<file path="src/rtl/gpio_pkg.sv">
package gpio_pkg;
    localparam int PORT_W = 8;
    localparam int ADDR_W = 2;
    localparam int NREGS  = 4;

    typedef enum logic [ADDR_W-1:0] {
        SEL_LATCH = 2'd0,
        SEL_PULL  = 2'd1,
        SEL_SLEW  = 2'd2,
        SEL_DIR   = 2'd3
    } reg_sel_e;

    typedef enum logic {
        ST_IDLE = 1'b0,
        ST_RESP = 1'b1
    } rd_state_e;
endpackage

</file>
<file path="src/rtl/gpio_sync.sv">
module gpio_sync #(
    parameter int W      = 8,
    parameter int STAGES = 2
) (
    input  logic         clk,
    input  logic         rst_n,
    input  logic [W-1:0] din,
    output logic [W-1:0] dout
);
    logic [W-1:0] chain [STAGES];

    genvar s;
    generate
        for (s = 0; s < STAGES; s++) begin : g_stage
            always_ff @(posedge clk or negedge rst_n) begin
                if (!rst_n)
                    chain[s] <= '0;
                else if (s == 0)
                    chain[s] <= din;
                else
                    chain[s] <= chain[(s == 0) ? 0 : s-1];
            end
        end
    endgenerate

    assign dout = chain[STAGES-1];
endmodule

</file>
<file path="src/rtl/gpio_regs.sv">
module gpio_regs
    import gpio_pkg::*;
#(
    parameter int W = PORT_W
) (
    input  logic              clk,
    input  logic              rst_n,
    input  logic              wr_en,
    input  logic [ADDR_W-1:0] addr,
    input  logic [W-1:0]      wdata,
    output logic [W-1:0]      latch_q,
    output logic [W-1:0]      pull_q,
    output logic [W-1:0]      slew_q,
    output logic [W-1:0]      dir_q
);
    logic [W-1:0] bank [NREGS];

    genvar r;
    generate
        for (r = 0; r < NREGS; r++) begin : g_reg
            always_ff @(posedge clk or negedge rst_n) begin
                if (!rst_n)
                    bank[r] <= '0;
                else if (wr_en && addr == ADDR_W'(r))
                    bank[r] <= wdata;
            end
        end
    endgenerate

    assign latch_q = bank[SEL_LATCH];
    assign pull_q  = bank[SEL_PULL];
    assign slew_q  = bank[SEL_SLEW];
    assign dir_q   = bank[SEL_DIR];

    // a write to the latch lands in every bit regardless of direction
    p_latch_all_bits_r4: assert property (@(posedge clk) disable iff (!rst_n)
        (wr_en && addr == SEL_LATCH) |=> latch_q == $past(wdata));
    // a write to the direction mask is stored unchanged
    p_dir_store_r2: assert property (@(posedge clk) disable iff (!rst_n)
        (wr_en && addr == SEL_DIR) |=> dir_q == $past(wdata));
endmodule

</file>
<file path="src/rtl/gpio_padctl.sv">
module gpio_padctl #(
    parameter int W = 8
) (
    input  logic [W-1:0] latch_q,
    input  logic [W-1:0] pull_q,
    input  logic [W-1:0] slew_q,
    input  logic [W-1:0] dir_q,
    output logic [W-1:0] pad_out,
    output logic [W-1:0] pad_oe,
    output logic [W-1:0] pad_pull,
    output logic [W-1:0] pad_slew
);
    genvar i;
    generate
        for (i = 0; i < W; i++) begin : g_pin
            always_comb begin
                pad_oe[i]   = dir_q[i];
                pad_out[i]  = dir_q[i] & latch_q[i];
                pad_pull[i] = pull_q[i] & ~dir_q[i];
                pad_slew[i] = slew_q[i] & dir_q[i];
            end
        end
    endgenerate
endmodule

</file>
<file path="src/rtl/gpio_port_bank.sv">
module gpio_port_bank
    import gpio_pkg::*;
(
    input  logic              clk,
    input  logic              rst_n,
    input  logic              wr_en,
    input  logic              rd_en,
    input  logic [ADDR_W-1:0] addr,
    input  logic [PORT_W-1:0] wdata,
    output logic [PORT_W-1:0] rdata,
    output logic              rvalid,
    input  logic [PORT_W-1:0] pad_in,
    output logic [PORT_W-1:0] pad_out,
    output logic [PORT_W-1:0] pad_oe,
    output logic [PORT_W-1:0] pad_pull,
    output logic [PORT_W-1:0] pad_slew
);
    logic [PORT_W-1:0] latch_q, pull_q, slew_q, dir_q, pin_sync;
    logic [PORT_W-1:0] rd_mux;
    rd_state_e         state, state_nx;

    gpio_sync #(.W(PORT_W), .STAGES(2)) u_sync (
        .clk(clk), .rst_n(rst_n), .din(pad_in), .dout(pin_sync)
    );

    gpio_regs #(.W(PORT_W)) u_regs (
        .clk(clk), .rst_n(rst_n), .wr_en(wr_en), .addr(addr), .wdata(wdata),
        .latch_q(latch_q), .pull_q(pull_q), .slew_q(slew_q), .dir_q(dir_q)
    );

    gpio_padctl #(.W(PORT_W)) u_pad (
        .latch_q(latch_q), .pull_q(pull_q), .slew_q(slew_q), .dir_q(dir_q),
        .pad_out(pad_out), .pad_oe(pad_oe), .pad_pull(pad_pull), .pad_slew(pad_slew)
    );

    always_comb begin
        unique case (reg_sel_e'(addr))
            SEL_LATCH: rd_mux = (dir_q & latch_q) | (~dir_q & pin_sync);
            SEL_PULL:  rd_mux = pull_q;
            SEL_SLEW:  rd_mux = slew_q;
            SEL_DIR:   rd_mux = dir_q;
        endcase
    end

    always_comb begin
        unique case (state)
            ST_IDLE: state_nx = rd_en ? ST_RESP : ST_IDLE;
            ST_RESP: state_nx = rd_en ? ST_RESP : ST_IDLE;
        endcase
    end

    always_ff @(posedge clk or negedge rst_n) begin
        if (!rst_n) begin
            state <= ST_IDLE;
            rdata <= '0;
        end else begin
            state <= state_nx;
            if (rd_en)
                rdata <= rd_mux;
        end
    end

    always_comb begin
        unique case (state)
            ST_IDLE: rvalid = 1'b0;
            ST_RESP: rvalid = 1'b1;
        endcase
    end

    // every read strobe is answered on the next cycle, and only then
    p_resp_follows_rd_r10: assert property (@(posedge clk) disable iff (!rst_n)
        rd_en |=> rvalid);
    p_no_spurious_resp_r10: assert property (@(posedge clk) disable iff (!rst_n)
        !rd_en |=> !rvalid);
    // no pullup on a driven pin
    p_no_pull_on_output_r6: assert property (@(posedge clk) disable iff (!rst_n)
        (pad_pull & pad_oe) == '0);
    // no slew limiting on a pin that is not driven
    p_no_slew_on_input_r7: assert property (@(posedge clk) disable iff (!rst_n)
        (pad_slew & ~pad_oe) == '0);
    // undriven pins present zero on pad_out
    p_undriven_zero_r5: assert property (@(posedge clk) disable iff (!rst_n)
        (pad_out & ~pad_oe) == '0);
    // a latch write shows up on enabled pins in the next cycle
    p_latch_to_pad_r9: assert property (@(posedge clk) disable iff (!rst_n)
        (wr_en && addr == SEL_LATCH && !(rd_en && 1'b0)) |=> ((pad_out ^ $past(wdata)) & pad_oe) == '0);
endmodule

</file>
<file path="config.mk">
export PLATFORM = sky130hd
export DESIGN_NAME = gpio_port_bank
export DESIGN_NICKNAME = d
export VERILOG_FILES = /design/src/rtl/gpio_pkg.sv /design/src/rtl/gpio_sync.sv /design/src/rtl/gpio_regs.sv /design/src/rtl/gpio_padctl.sv /design/src/rtl/gpio_port_bank.sv
export SDC_FILE = /design/constraint.sdc
export NUM_CORES = 1
export LEC_CHECK = 0
export CAP_MARGIN = 20
export CORE_MARGIN = 2
export CORE_UTILIZATION = 30
export DETAILED_ROUTE_END_ITERATION = 16
export DONT_BUFFER_PORTS = 1
export SYNTH_ARGS = -nofsm -noshare
export SYNTH_HDL_FRONTEND = slang
export SYNTH_SLANG_ARGS = --single-unit
</file>
<file path="constraint.sdc">
create_clock -name clk -period 1.3 [get_ports clk]
set_input_delay 0.195 -clock clk [delete_from_list [all_inputs] [get_ports clk]]
set_output_delay 0.195 -clock clk [all_outputs]
set_load 0.01 [all_outputs]
</file>
==> summary.txt, run 1 <==
Timing
  • Clk_skew: 0.0109 ns
  • Fin crit period: 1.23 ns
  • Slew @ Worst Pin: 0.587 ns
  • Final hold vios: 57
  • Finish-stage setup viols: 0
  • RSZ-0062 raised after global routing: no
  • Final Cycle Share: 0.945
  • Slew margin rel.: 0.608
  • Hold_ws: -0.456 ns
  • Post-Route Setup TNS: 0 ns
  • Slew Viols, Final: 0
  • Max frequency: 814 MHz

Power
  • Pwr Density: 1640 mW/mm^2
  • Total power: 0.00487 W
  • Leakage: 1.32 nW
  • Peak supply drop: 0.651 mV
  • Sequential Power Share: 0.478
  • Switch share: 0.265
  • Clock power share: 0.388
  • NetSw: 0.00129 W
  • Comb power frac: 0.134
  • Pint: 0.00358 W

Worst setup path
  • CP required: 1.11 ns
  • Startpoint types: flop
  • Slowest Stage Delay on Critical Path: 0.47 ns
  • Crit path cell chain: nor2b_1
  • Critical Path Sink Type: output port
  • CP top delay family: flip-flops
  • Worst path bufs/invs: 0
  • CP max FO: 7
  • Critical path type: reg -> out
  • CP max stage cell: dfrtp_2
  • Worst EP arrival: 1.03 ns

Place
  • Routability-driven placement congestion ratio: 0.730
  • IO buf count: 0
  • Post-DP HPWL: 3550 um

Detailed routing
  • Routed WL: 5700 um
  • Drt drc: 0
  • Routed Antenna Nets: 0
  • Vias per cell: 4.81
  • Iter 0 DRT Violations: 64
  • Routed len/inst: 18.1 um
  • Drt first pass iters: 5
  • Total number of vias: 1,511

Floorplan
  • Initial Utilization: 0.305
  • Die Wd: 94.9 um
  • Row cnt: 33
  • Area of the core: 0.00813 sq mm
  • Die Area: 0.00901 sq mm
  • Die H: 94.9 um
  • IO Pins: 63

Cells and area
  • Antenna cells: 0
  • Final #Nets: 226
  • Share of layout cells above drive strength 1: 0.211
  • Area grow syn2layout: 19.9%

Clock network
  • Clk_lat worst skew: 0.34 ns
  • CTS Hold Bufs: 17
  • Clk sinks: 57
  • Post-CTS setup buffer count: 0
  • Maximum clock insertion buffer count: 2
  • CTS tree: yes
  • H-tree levels: 3
  • Reg clk slew, reported paths: 0.07 ns
  • CTS Buf Count: 9
  • CTS root buf: clkbuf_8

GRT
  • Gr usage total: 0.140
  • Vias in the first global route: 1,591
  • Overflow left after global routing: 0
  • Initial antenna violation count: 0
  • First-pass GRT wire length: 8960 um
  • Pin count of the biggest net entering global routing: 58

Hold path
  • Worst min path class: in -> async

Synth
  • Cell Area, Synth: 0.00248 sq mm
  • Cell count after synthesis: 181
  • Synth warnings: 0
  • Synth Register Bits: 57
  • Seq/Total Area, Yosys: 0.575
  • Average cell area after synthesis: 13.7 sq um
  • Yosys cell types: 22
  • Syn_nets: 203

Flow run
  • # Max-Cap Violations: 0

Status
  • Failing checks: hold timing
  • Outcome: finished, violations left
==> placed cells by master (no fill, tap or decap) <==
cell type,Yosys,layout
inv_1,9,9
dfrtp_1,57,49
nand3b_4,2,2
mux2_1,24,24
bufinv_16,0,2
nand2_1,8,8
nor2_2,1,1
a22o_1,8,8
a21oi_1,8,8
clkbuf_8,0,11
nor2b_1,8,5
nor2b_2,0,3
dlygate4sd3_1,0,17
and2_4,1,1
a31oi_1,8,8
and2_1,8,8
dfrtp_2,0,8
nor3b_1,5,5
clkinv_2,0,2
nand2b_1,8,8
buf_4,0,1
nor3b_2,3,3
mux2i_1,8,8
clkinvlp_4,0,1
nand3_4,1,1
mux2_4,8,8
==> power by group through the flow <==
stage / Clock [W] / Sequential, W / Combinational, W
2_1_floorplan: 0 / 0.00226 / 0.000559
3_3_place_gp: 0 / 0.00234 / 0.000591
3_5_place_dp: 0 / 0.00235 / 0.000605
4_1_cts: 0.00195 / 0.00232 / 0.000664
5_1_grt: 0.00203 / 0.00237 / 0.000729
6_report: 0.00189 / 0.00233 / 0.000654
==> worst paths after layout <==
check | startpoint | endpoint | slack, ns | cells past startpoint
max | u_regs.dir_q[3] | pad_pull[3] | 0.07 | 1
max reg2reg | u_regs.dir_q[3] | rdata[3] | 0.26 | 3
min | rst_n | u_regs.slew_q[3] | -0.46 | 0
min in group clk | addr[0] | rdata[2] | 0.12 | 2
max in group asynchronous | rst_n | u_regs.dir_q[1] | 1.65 | 0
min reg2reg | u_sync.chain[10] | u_sync.dout[2] | 0.35 | 0
==> stage by stage <==
step / instances / cell area [sq um] / worst slack (ns) / hold slack [ns] / utilization
6_report: 314 / 2970 / 0.0713 / -0.456 / 0.366
5_1_grt: 314 / 2970 / 0.00765 / -0.487 / 0.366
4_1_cts: 314 / 2960 / 0.00981 / -0.475 / 0.364
3_5_place_dp: 281 / 2560 / 0.250 / -0.0990 / 0.314
3_3_place_gp: 281 / 2560 / 0.258 / -0.0989 / 0.314
2_1_floorplan: 181 / 2480 / 0.149 / -0.101 / -
==> final cells by class <==
cell class,instances,area [sq um]
clock buffer,11,151
timing repair buffer,18,178
tap,105,131
multi-input combinational,109,966
inverter,9,33.8
fill,777,5160
clock inverter,5,77.6
sequential,57,1440
==> logic make-up after synthesis <==
| group | synth area share |
|---|---|
| compound gates | 0.0646 |
| buf+inv | 0.0388 |
| flops | 0.575 |
| mux | 0.190 |
| simple gates | 0.132 |
==> cell usage after synthesis, drive strengths merged <==
| cell | instances | area share |
|---|---|---|
| and2 | 9 | 0.024 |
| nor2 | 1 | 0.0025 |
| buf | 5 | 0.024 |
| a31oi | 8 | 0.020 |
| clkbuf | 1 | 0.0015 |
| nand2 | 8 | 0.012 |
| mux2i | 8 | 0.032 |
| nand3 | 1 | 0.0071 |
| inv | 9 | 0.014 |
| nor3b | 8 | 0.030 |
| mux2 | 32 | 0.16 |
| nand2b | 8 | 0.020 |
| a22o | 8 | 0.028 |
| nor2b | 8 | 0.020 |
| nand3b | 2 | 0.016 |
| a21oi | 8 | 0.016 |
| dfrtp | 57 | 0.57 |
==> state kept, by name, indices dropped and copies added, names as in the netlist <==
name / flops
u_sync.dout: 8
u_regs.latch_q: 8
u_regs.pull_q: 8
state: 1
u_regs.slew_q: 8
u_sync.chain: 8
rdata: 8
u_regs.dir_q: 8
==> layer usage <==
metal	part of all wire	wire [um]	vias up	GRT usage
met1	0.43	2460	773	0.176
li1	-	-	675	-
met5	0	0	-	0
met4	0.0093	53	0	0.0580
met2	0.49	2820	59	0.212
met3	0.063	358	4	0.0607
==> repair_timing <==
action                                 4_1_cts  5_1_grt
setup endpoints to repair                    3       14
resized for setup                            4        7
endpoints found under the hold margin       98       57
No activity file was read; power rests on OpenSTA's default activity.
==> run 2: changes to the inputs <==
- ABC_AREA: unset -> 1
- CTS_BUF_LIST: unset -> sky130_fd_sc_hd__clkbuf_2
==> run 2 against run 1 <==
Cell area increased by 1.2%; critical path depth grew 1; via count up 26%; utilization is 0.43 points higher; area after synthesis increased by 0.81%; power is 17% lower; routed wire length rose by 7.8%; the run ends with hold timing, setup timing left; die area increased by 0.78%; setup slack worse by 0.14 ns; largest power group unchanged; highest routed layer unchanged; critical path type unchanged; synthesized cell count up 60%; largest cell class unchanged; sequential share of layout area is 0.56 points lower; sequential power is essentially flat.
==> summary.txt, run 2 <==
GRT
  • Met2 track demand over resource: 0.238 (+0.0261)
  • GRT met3 Usage: 0.0514 (-0.00927)
  • Gr usage total: 0.147 (+0.00647)
  • First-pass GRT wire length: 9720 um (+8.5%)
  • Initial antenna violation count: 0 (unchanged)
  • Overflow left after global routing: 0 (unchanged)
  • Vias in the first global route: 1,901 (+19%)
  • Met1 usage: 0.180 (+0.00408)
  • Most used routing layer: met2
  • Pin count of the biggest net entering global routing: 58 (unchanged)

Power
  • Leakage: 1.54 nW (+16%)
  • Switch share: 0.331 (+0.0662)
  • Comb power frac: 0.169 (+0.035)
  • Clock power share: 0.261 (-0.127)
  • NetSw: 0.00134 W (+3.6%)
  • Sequential Power Share: 0.570 (+0.092)
  • Pwr Density: 1340 mW/mm^2 (-18%)
  • Peak supply drop: 0.387 mV (-41%)
  • Pint: 0.00270 W (-25%)

Timing
  • Final hold vios: 57 (unchanged)
  • Hold_ws: -0.614 ns (-0.158 ns)
  • Max frequency: 730 MHz (-10%)
  • Clk_skew: 0.0233 ns (+0.0124 ns)
  • Finish-stage setup viols: 24 (+24)
  • RSZ-0062 raised after global routing: yes
  • Slew @ Worst Pin: 0.541 ns (-0.0452 ns)
  • Fin crit period: 1.37 ns (+0.142 ns)
  • Final Cycle Share: 1.05 (+0.109)
  • Slew margin rel.: 0.638 (+0.0294)
  • Slew Viols, Final: 0 (unchanged)
  • Worst setup margin: -0.0706 ns (-0.142 ns)

Detailed routing
  • Routed len/inst: 14.4 um (-21%)
  • Total number of vias: 1,899 (+26%)
  • Routed WL: 6140 um (+7.8%)
  • Routed Antenna Nets: 0 (unchanged)
  • Iter 0 DRT Violations: 47 (-27%)
  • Drt drc: 0 (unchanged)
  • Vias per cell: 4.45 (-7.6%)
  • Drt first pass iters: 4 (-1)

Clock network
  • CTS tree: yes
  • Maximum clock insertion buffer count: 2 (unchanged)
  • H-tree levels: 3 (unchanged)
  • CTS Hold Bufs: 20 (+3)
  • CTS Buf Count: 9 (unchanged)
  • CTS root buf: clkbuf_2
  • Clk_lat worst skew: 0.48 ns (+0.14 ns)
  • Clk sinks: 57 (unchanged)
  • Reg clk slew, reported paths: 0.16 ns (+0.09 ns)

Synth
  • EDFF count, synth: 0 (unchanged)
  • Top FF cell, synth: dfrtp_1
  • Post-synth ARST share: 1.00 (unchanged)
  • Yosys cell types: 14 (-36%)
  • Post-synth top area cell: dfrtp_1
  • Average cell area after synthesis: 8.62 sq um (-37%)
  • Cell Area, Synth: 0.00250 sq mm (+0.81%)
  • Synth top cells by count: 106 x nand2_1, 57 x dfrtp_1, 49 x inv_1
  • Seq/Total Area, Yosys: 0.570 (-0.00460)
  • Ranking of synthesized cells by area: dfrtp_1 57%, nand2_1 16%, inv_1 7.4%, o21ai_2 5.6%, nand3_1 3.2%
  • Cell count after synthesis: 290 (+60%)
  • Synth Register Bits: 57 (unchanged)
  • Synth warnings: 0 (unchanged)
  • Top-count cell post-synth: nand2_1
  • Syn_nets: 312 (+54%)
  • Yosys top cell area share: 0.570 (-0.00460)

Cells and area
  • Final #Nets: 340 (+50%)
  • Antenna cells: 0 (unchanged)
  • Area grow syn2layout: 20.3%
  • Share of layout cells above drive strength 1: 0.276 (+0.0659)
  • Fin area: 0.00301 sq mm (+1.2%)
  • Fillers: 817 (+5.1%)
  • Commonest non-fill, non-tap cells in the layout: 89 x nand2_1, 49 x dfrtp_1, 33 x inv_1, 20 x dlygate4sd3_1, 19 x inv_2
  • Post-layout instance count excluding filler cells: 427 (+36%)
  • Most common cell after layout, fill and taps aside: nand2_1

Worst setup path
  • Worst EP arrival: 1.18 ns (+0.15 ns)
  • Critical Path Sink Type: output port
  • R2r setup slk: 0.21 ns (-0.05 ns)
  • Critical path type: reg -> out
  • Path depth of the worst reg2reg path: 7 (+4)
  • Slowest Stage Delay on Critical Path: 0.52 ns (+0.05 ns)
  • Crit path cell chain: nand2_2, inv_2
  • CP max FO: 7 (unchanged)
  • Startpoint types: flop
  • CP required: 1.11 ns (about the same)
  • CP max stage cell: dfrtp_2

Floorplan
  • Die Area: 0.00908 sq mm (+0.78%)
  • Die H: 95.3 um (+0.39%)
  • Area of the core: 0.00813 sq mm (unchanged)
  • Row cnt: 33 (unchanged)
  • Initial Utilization: 0.307 (+0.00246)
  • Die Wd: 95.3 um (+0.39%)
  • IO Pins: 63 (unchanged)

Flow run
  • # Max-Cap Violations: 0 (unchanged)

Place
  • Inst Count DP: 391 (+39%)
  • Post-DP HPWL: 4160 um (+17%)
  • Placed cell area: 0.00259 sq mm (+1.3%)
  • Routability-driven placement congestion ratio: 0.767 (+5.1%)
  • Pre-CTS WS: 0.198 ns (-0.0524 ns)
  • IO buf count: 0 (unchanged)

Hold path
  • Worst min path class: in -> async

Status
  • Failing checks: hold timing, setup timing
  • Outcome: finished, violations left
==> run 2: changes by cell type after synthesis, sizes merged, moves of 9 or more <==
| cell | delta |
|---|---|
| and2 | -9 |
| inv | +43 |
| mux2 | -32 |
| nand2 | +101 |
| nand3 | +15 |
| nor2 | +10 |
| o21ai | +40 |
==> run 2: final timing paths <==
kind                                  from                end
hold / removal                       rst_n    u_regs.dir_q[6]
max in group asynchronous            rst_n    u_regs.dir_q[2]
setup / recovery           u_regs.dir_q[6]         pad_out[6]
hold reg to reg            u_sync.chain[9]     u_sync.dout[1]
min in group clk                     wr_en  u_regs.latch_q[5]
setup reg to reg           u_regs.dir_q[1]           rdata[1]
==> run 2: repair_timing <==
item,in CTS,in global routing
endpoints found under the hold margin,106,57
gates resized for setup,50,7
cloned,0,0
buffers inserted,1,0
endpoints found under the setup margin,24,26
pin swaps,13,9
==> run 2: per-stage QoR <==
step	utilization	setup TNS, ns	total power (W)
2_1_floorplan	-	0	0.00267
3_3_place_gp	0.319	0	0.00282
3_5_place_dp	0.319	0	0.00283
4_1_cts	0.367	-1.91	0.00407
5_1_grt	0.370	-2.78	0.00429
6_report	0.370	-0.828	0.00403
==> run 2: cell families after synthesis <==
family	share of synthesized area
AOI/OAI and AO/OA	0.104
and+or+nand+nor	0.228
DFF	0.570
buffers and inverters	0.0975
==> run 2: power by group through the flow <==
stage                     sequential (W)  clock, W  combinational [W]
after floorplan                  0.00221         0           0.000466
after global placement           0.00228         0           0.000534
after detailed placement         0.00228         0           0.000552
after CTS                        0.00230   0.00109           0.000680
after global routing             0.00233   0.00119           0.000770
final                            0.00230   0.00105           0.000680
==> run 2: critical path, delay by kind of cell, from the launching register on <==
family                 cells  cell delay [ns]
buffers and inverters      1             0.08
and+or+nand+nor            1             0.10
DFF                        1             0.52
==> run 2: cell type report <==
class	instances	area [sq um]	share of cell area
flip-flops and latches	57	1440	0.477
multi-input cells	176	933	0.310
repair buffers	22	215	0.0715
inverters	52	195	0.0649
well taps	105	131	0.0437
clock buffers	10	50.0	0.0166
clock inverters	5	47.5	0.0158
==> run 2: per-layer routing <==
metal  vias to the layer above  wire (um)
met5                         -          0
met4                         0         90
met3                         8        381
met2                        41       3000
met1                       914       2670
li1                        936          -
==> run 3: changes to the inputs <==
- BUFFER_PORTS_ARGS: unset -> -buffer_cell sky130_fd_sc_hd__buf_2
- DONT_BUFFER_PORTS: 1 -> unset
==> run 3 against run 2 <==
The run ends with setup timing left; clock power shrank 19%; power grew 3.3%; count of clock-buffer cells in the layout grew 2; utilization grew 5.0 points; non-clock buffer count grew 74; sequential share of layout area shrank 5.7 points; cell count grew 17%; sequential power shrank 4%; maximum frequency shrank 3.2%; critical path depth is the same; clock skew shrank 0.0036 ns; critical endpoint is now pad_oe[4]; largest cell class unchanged.
==> summary.txt, run 3 (synthesis gave the netlist of run 2 again) <==
Status
  • Outcome: finished, violations left
  • Failing checks: setup timing

Floorplan
  • Initial Utilization: 0.307 (unchanged)
  • IO Pins: 63 (unchanged)
  • Die H: 95.3 um (unchanged)
  • Die Wd: 95.3 um (unchanged)
  • Row cnt: 33 (unchanged)
  • Die Area: 0.00908 sq mm (unchanged)
  • Area of the core: 0.00813 sq mm (unchanged)

Detailed routing
  • Vias per cell: 4.27 (-4.0%)
  • Total number of vias: 2,134 (+12%)
  • Routed len/inst: 12.3 um (-15%)
  • Routed Antenna Nets: 0 (unchanged)
  • Routed WL: 6150 um (+0.11%)
  • Drt drc: 0 (unchanged)
  • Iter 0 DRT Violations: 107 (+130%)
  • Drt first pass iters: 4 (unchanged)

Worst setup path
  • Startpoint types: flop
  • CP max stage cell: dfrtp_2
  • Crit path cell chain: buf_4, buf_6
  • Critical Path Sink Type: output port
  • CP startpoint: u_regs.dir_q[4]
  • Critical path type: reg -> out
  • Slowest Stage Delay on Critical Path: 0.48 ns (-0.04 ns)
  • CP max FO: 6 (-1)
  • CP required: 1.11 ns (about the same)
  • Worst EP arrival: 1.22 ns (+0.04 ns)
  • RR Startpoint: u_regs.dir_q[3]

Clock network
  • H-tree levels: 3 (unchanged)
  • Clk_lat worst skew: 0.48 ns (about the same)
  • CTS Buf Count: 9 (unchanged)
  • Maximum clock insertion buffer count: 2 (unchanged)
  • CTS root buf: clkbuf_2
  • CTS tree: yes
  • Clk sinks: 57 (unchanged)
  • Reg clk slew, reported paths: 0.16 ns (about the same)

Timing
  • Slew margin rel.: 0.748 (+0.110)
  • Finish-stage setup viols: 28 (+17%)
  • Final hold vios: 0 (-100%)
  • Slew @ Worst Pin: 0.376 ns (-0.165 ns)
  • Worst setup margin: -0.115 ns (-0.0446 ns)
  • Clk_skew: 0.0197 ns (-0.00360 ns)
  • RSZ-0062 raised after global routing: yes
  • Final Cycle Share: 1.09 (+0.0343)
  • Slew Viols, Final: 0 (unchanged)
  • Fin crit period: 1.42 ns (+0.0446 ns)
  • Hold_ws: 0.0218 ns (+0.636 ns)
  • Max frequency: 707 MHz (-3.2%)

Place
  • IO buf count: 62 (+62)
  • Inst Count DP: 457 (+17%)
  • Pre-CTS WS: 0.0864 ns (-0.112 ns)
  • Placed cell area: 0.00294 sq mm (+14%)
  • Post-DP HPWL: 4170 um (about the same)
  • Routability-driven placement congestion ratio: 0.812 (+5.7%)

Power
  • Leakage: 1.90 nW (+24%)
  • Peak supply drop: 0.400 mV (+3.3%)
  • Pwr Density: 1220 mW/mm^2 (-9.0%)
  • Total power: 0.00417 W (+3.3%)

GRT
  • Overflow left after global routing: 0 (unchanged)
  • Gr usage total: 0.145 (-0.00134)
  • Initial antenna violation count: 0 (unchanged)
  • Pin count of the biggest net entering global routing: 58 (unchanged)
  • First-pass GRT wire length: 9810 um (+0.92%)
  • Vias in the first global route: 1,954 (+2.8%)

Hold path
  • Min-delay src: wdata[5]
  • Worst min path class: in -> reg

Flow run
  • # Max-Cap Violations: 0 (unchanged)

Cells and area
  • Final #Nets: 414 (+22%)
  • Fin area: 0.00341 sq mm (+13%)
  • Most common cell after layout, fill and taps aside: nand2_1
  • Post-layout instance count excluding filler cells: 500 (+17%)
  • Share of layout cells above drive strength 1: 0.390 (+0.113)
  • Antenna cells: 0 (unchanged)
  • Area grow syn2layout: 36.5%
  • Commonest non-fill, non-tap cells in the layout: 96 x nand2_1, 49 x dfrtp_1, 45 x buf_2, 40 x inv_1, 21 x buf_4
-- run 3: cell types whose count changed in the layout (fill, tap and decap cells not counted), sizes merged --
| cell | change |
|---|---|
| buf | +84 |
| dlygate4sd3 | -10 |
| bufinv | -1 |
| clkinv | -2 |
| clkbuf | +2 |
-- run 3: through the flow --
step	setup TNS (ns)	util
6_report	-2.13	0.420
5_1_grt	-4.44	0.420
4_1_cts	-2.91	0.408
3_5_place_dp	0	0.362
3_3_place_gp	0	0.362
2_1_floorplan	0	-
-- run 3: worst max-delay path, delay by kind of cell (launching register included) --
family,cells,cell delay [ns]
flip-flops,1,0.48
buffers and inverters,2,0.26
-- run 3: layout make-up --
| class | instances | area, sq um |
|---|---|---|
| clock buffers | 12 | 60.1 |
| fillers | 861 | 4720 |
| repair buffers | 96 | 717 |
| clock inverters | 2 | 7.51 |
| flip-flops and latches | 57 | 1440 |
| inverters | 52 | 195 |
| well taps | 105 | 131 |
| multi-input cells | 176 | 866 |
-- run 3: report_power, final --
group	internal (W)	leakage, nW	switching, W
clock	0.000245	0.0530	0.000603
combinational	0.000555	1.16	0.000556
sequential	0.00200	0.689	0.000206
total	0.00280	1.90	0.00136
-- run 3: per-layer routing --
metal | track usage | up-vias | share of wire
met3 | 0.0356 | 11 | 0.048
met2 | 0.235 | 47 | 0.48
met4 | 0.0664 | 0 | 0.020
li1 | - | 1086 | -
met5 | 0 | - | 0
met1 | 0.184 | 990 | 0.45
-- run 3: path summary, 6_finish.rpt --
check                           cells past startpoint  slack (ns)          endpoint
worst min-delay path                                3        0.02  u_regs.slew_q[5]
worst min register to register                      0        0.36    u_sync.dout[1]
worst max register to register                      8        0.19          rdata[3]
max in group asynchronous                           3        0.78   u_regs.dir_q[7]
min in group asynchronous                           3        0.22  u_sync.chain[13]
worst max-delay path                                2       -0.12         pad_oe[4]
-- run 3: timing repair --
action | in CTS | in global routing
hold buffers | 10 | 0
endpoints found under the setup margin | 32 | 32
pin swaps | 18 | 7
buffers inserted | 15 | 4
hold endpoints to repair | 66 | 0
resized for setup | 29 | 21
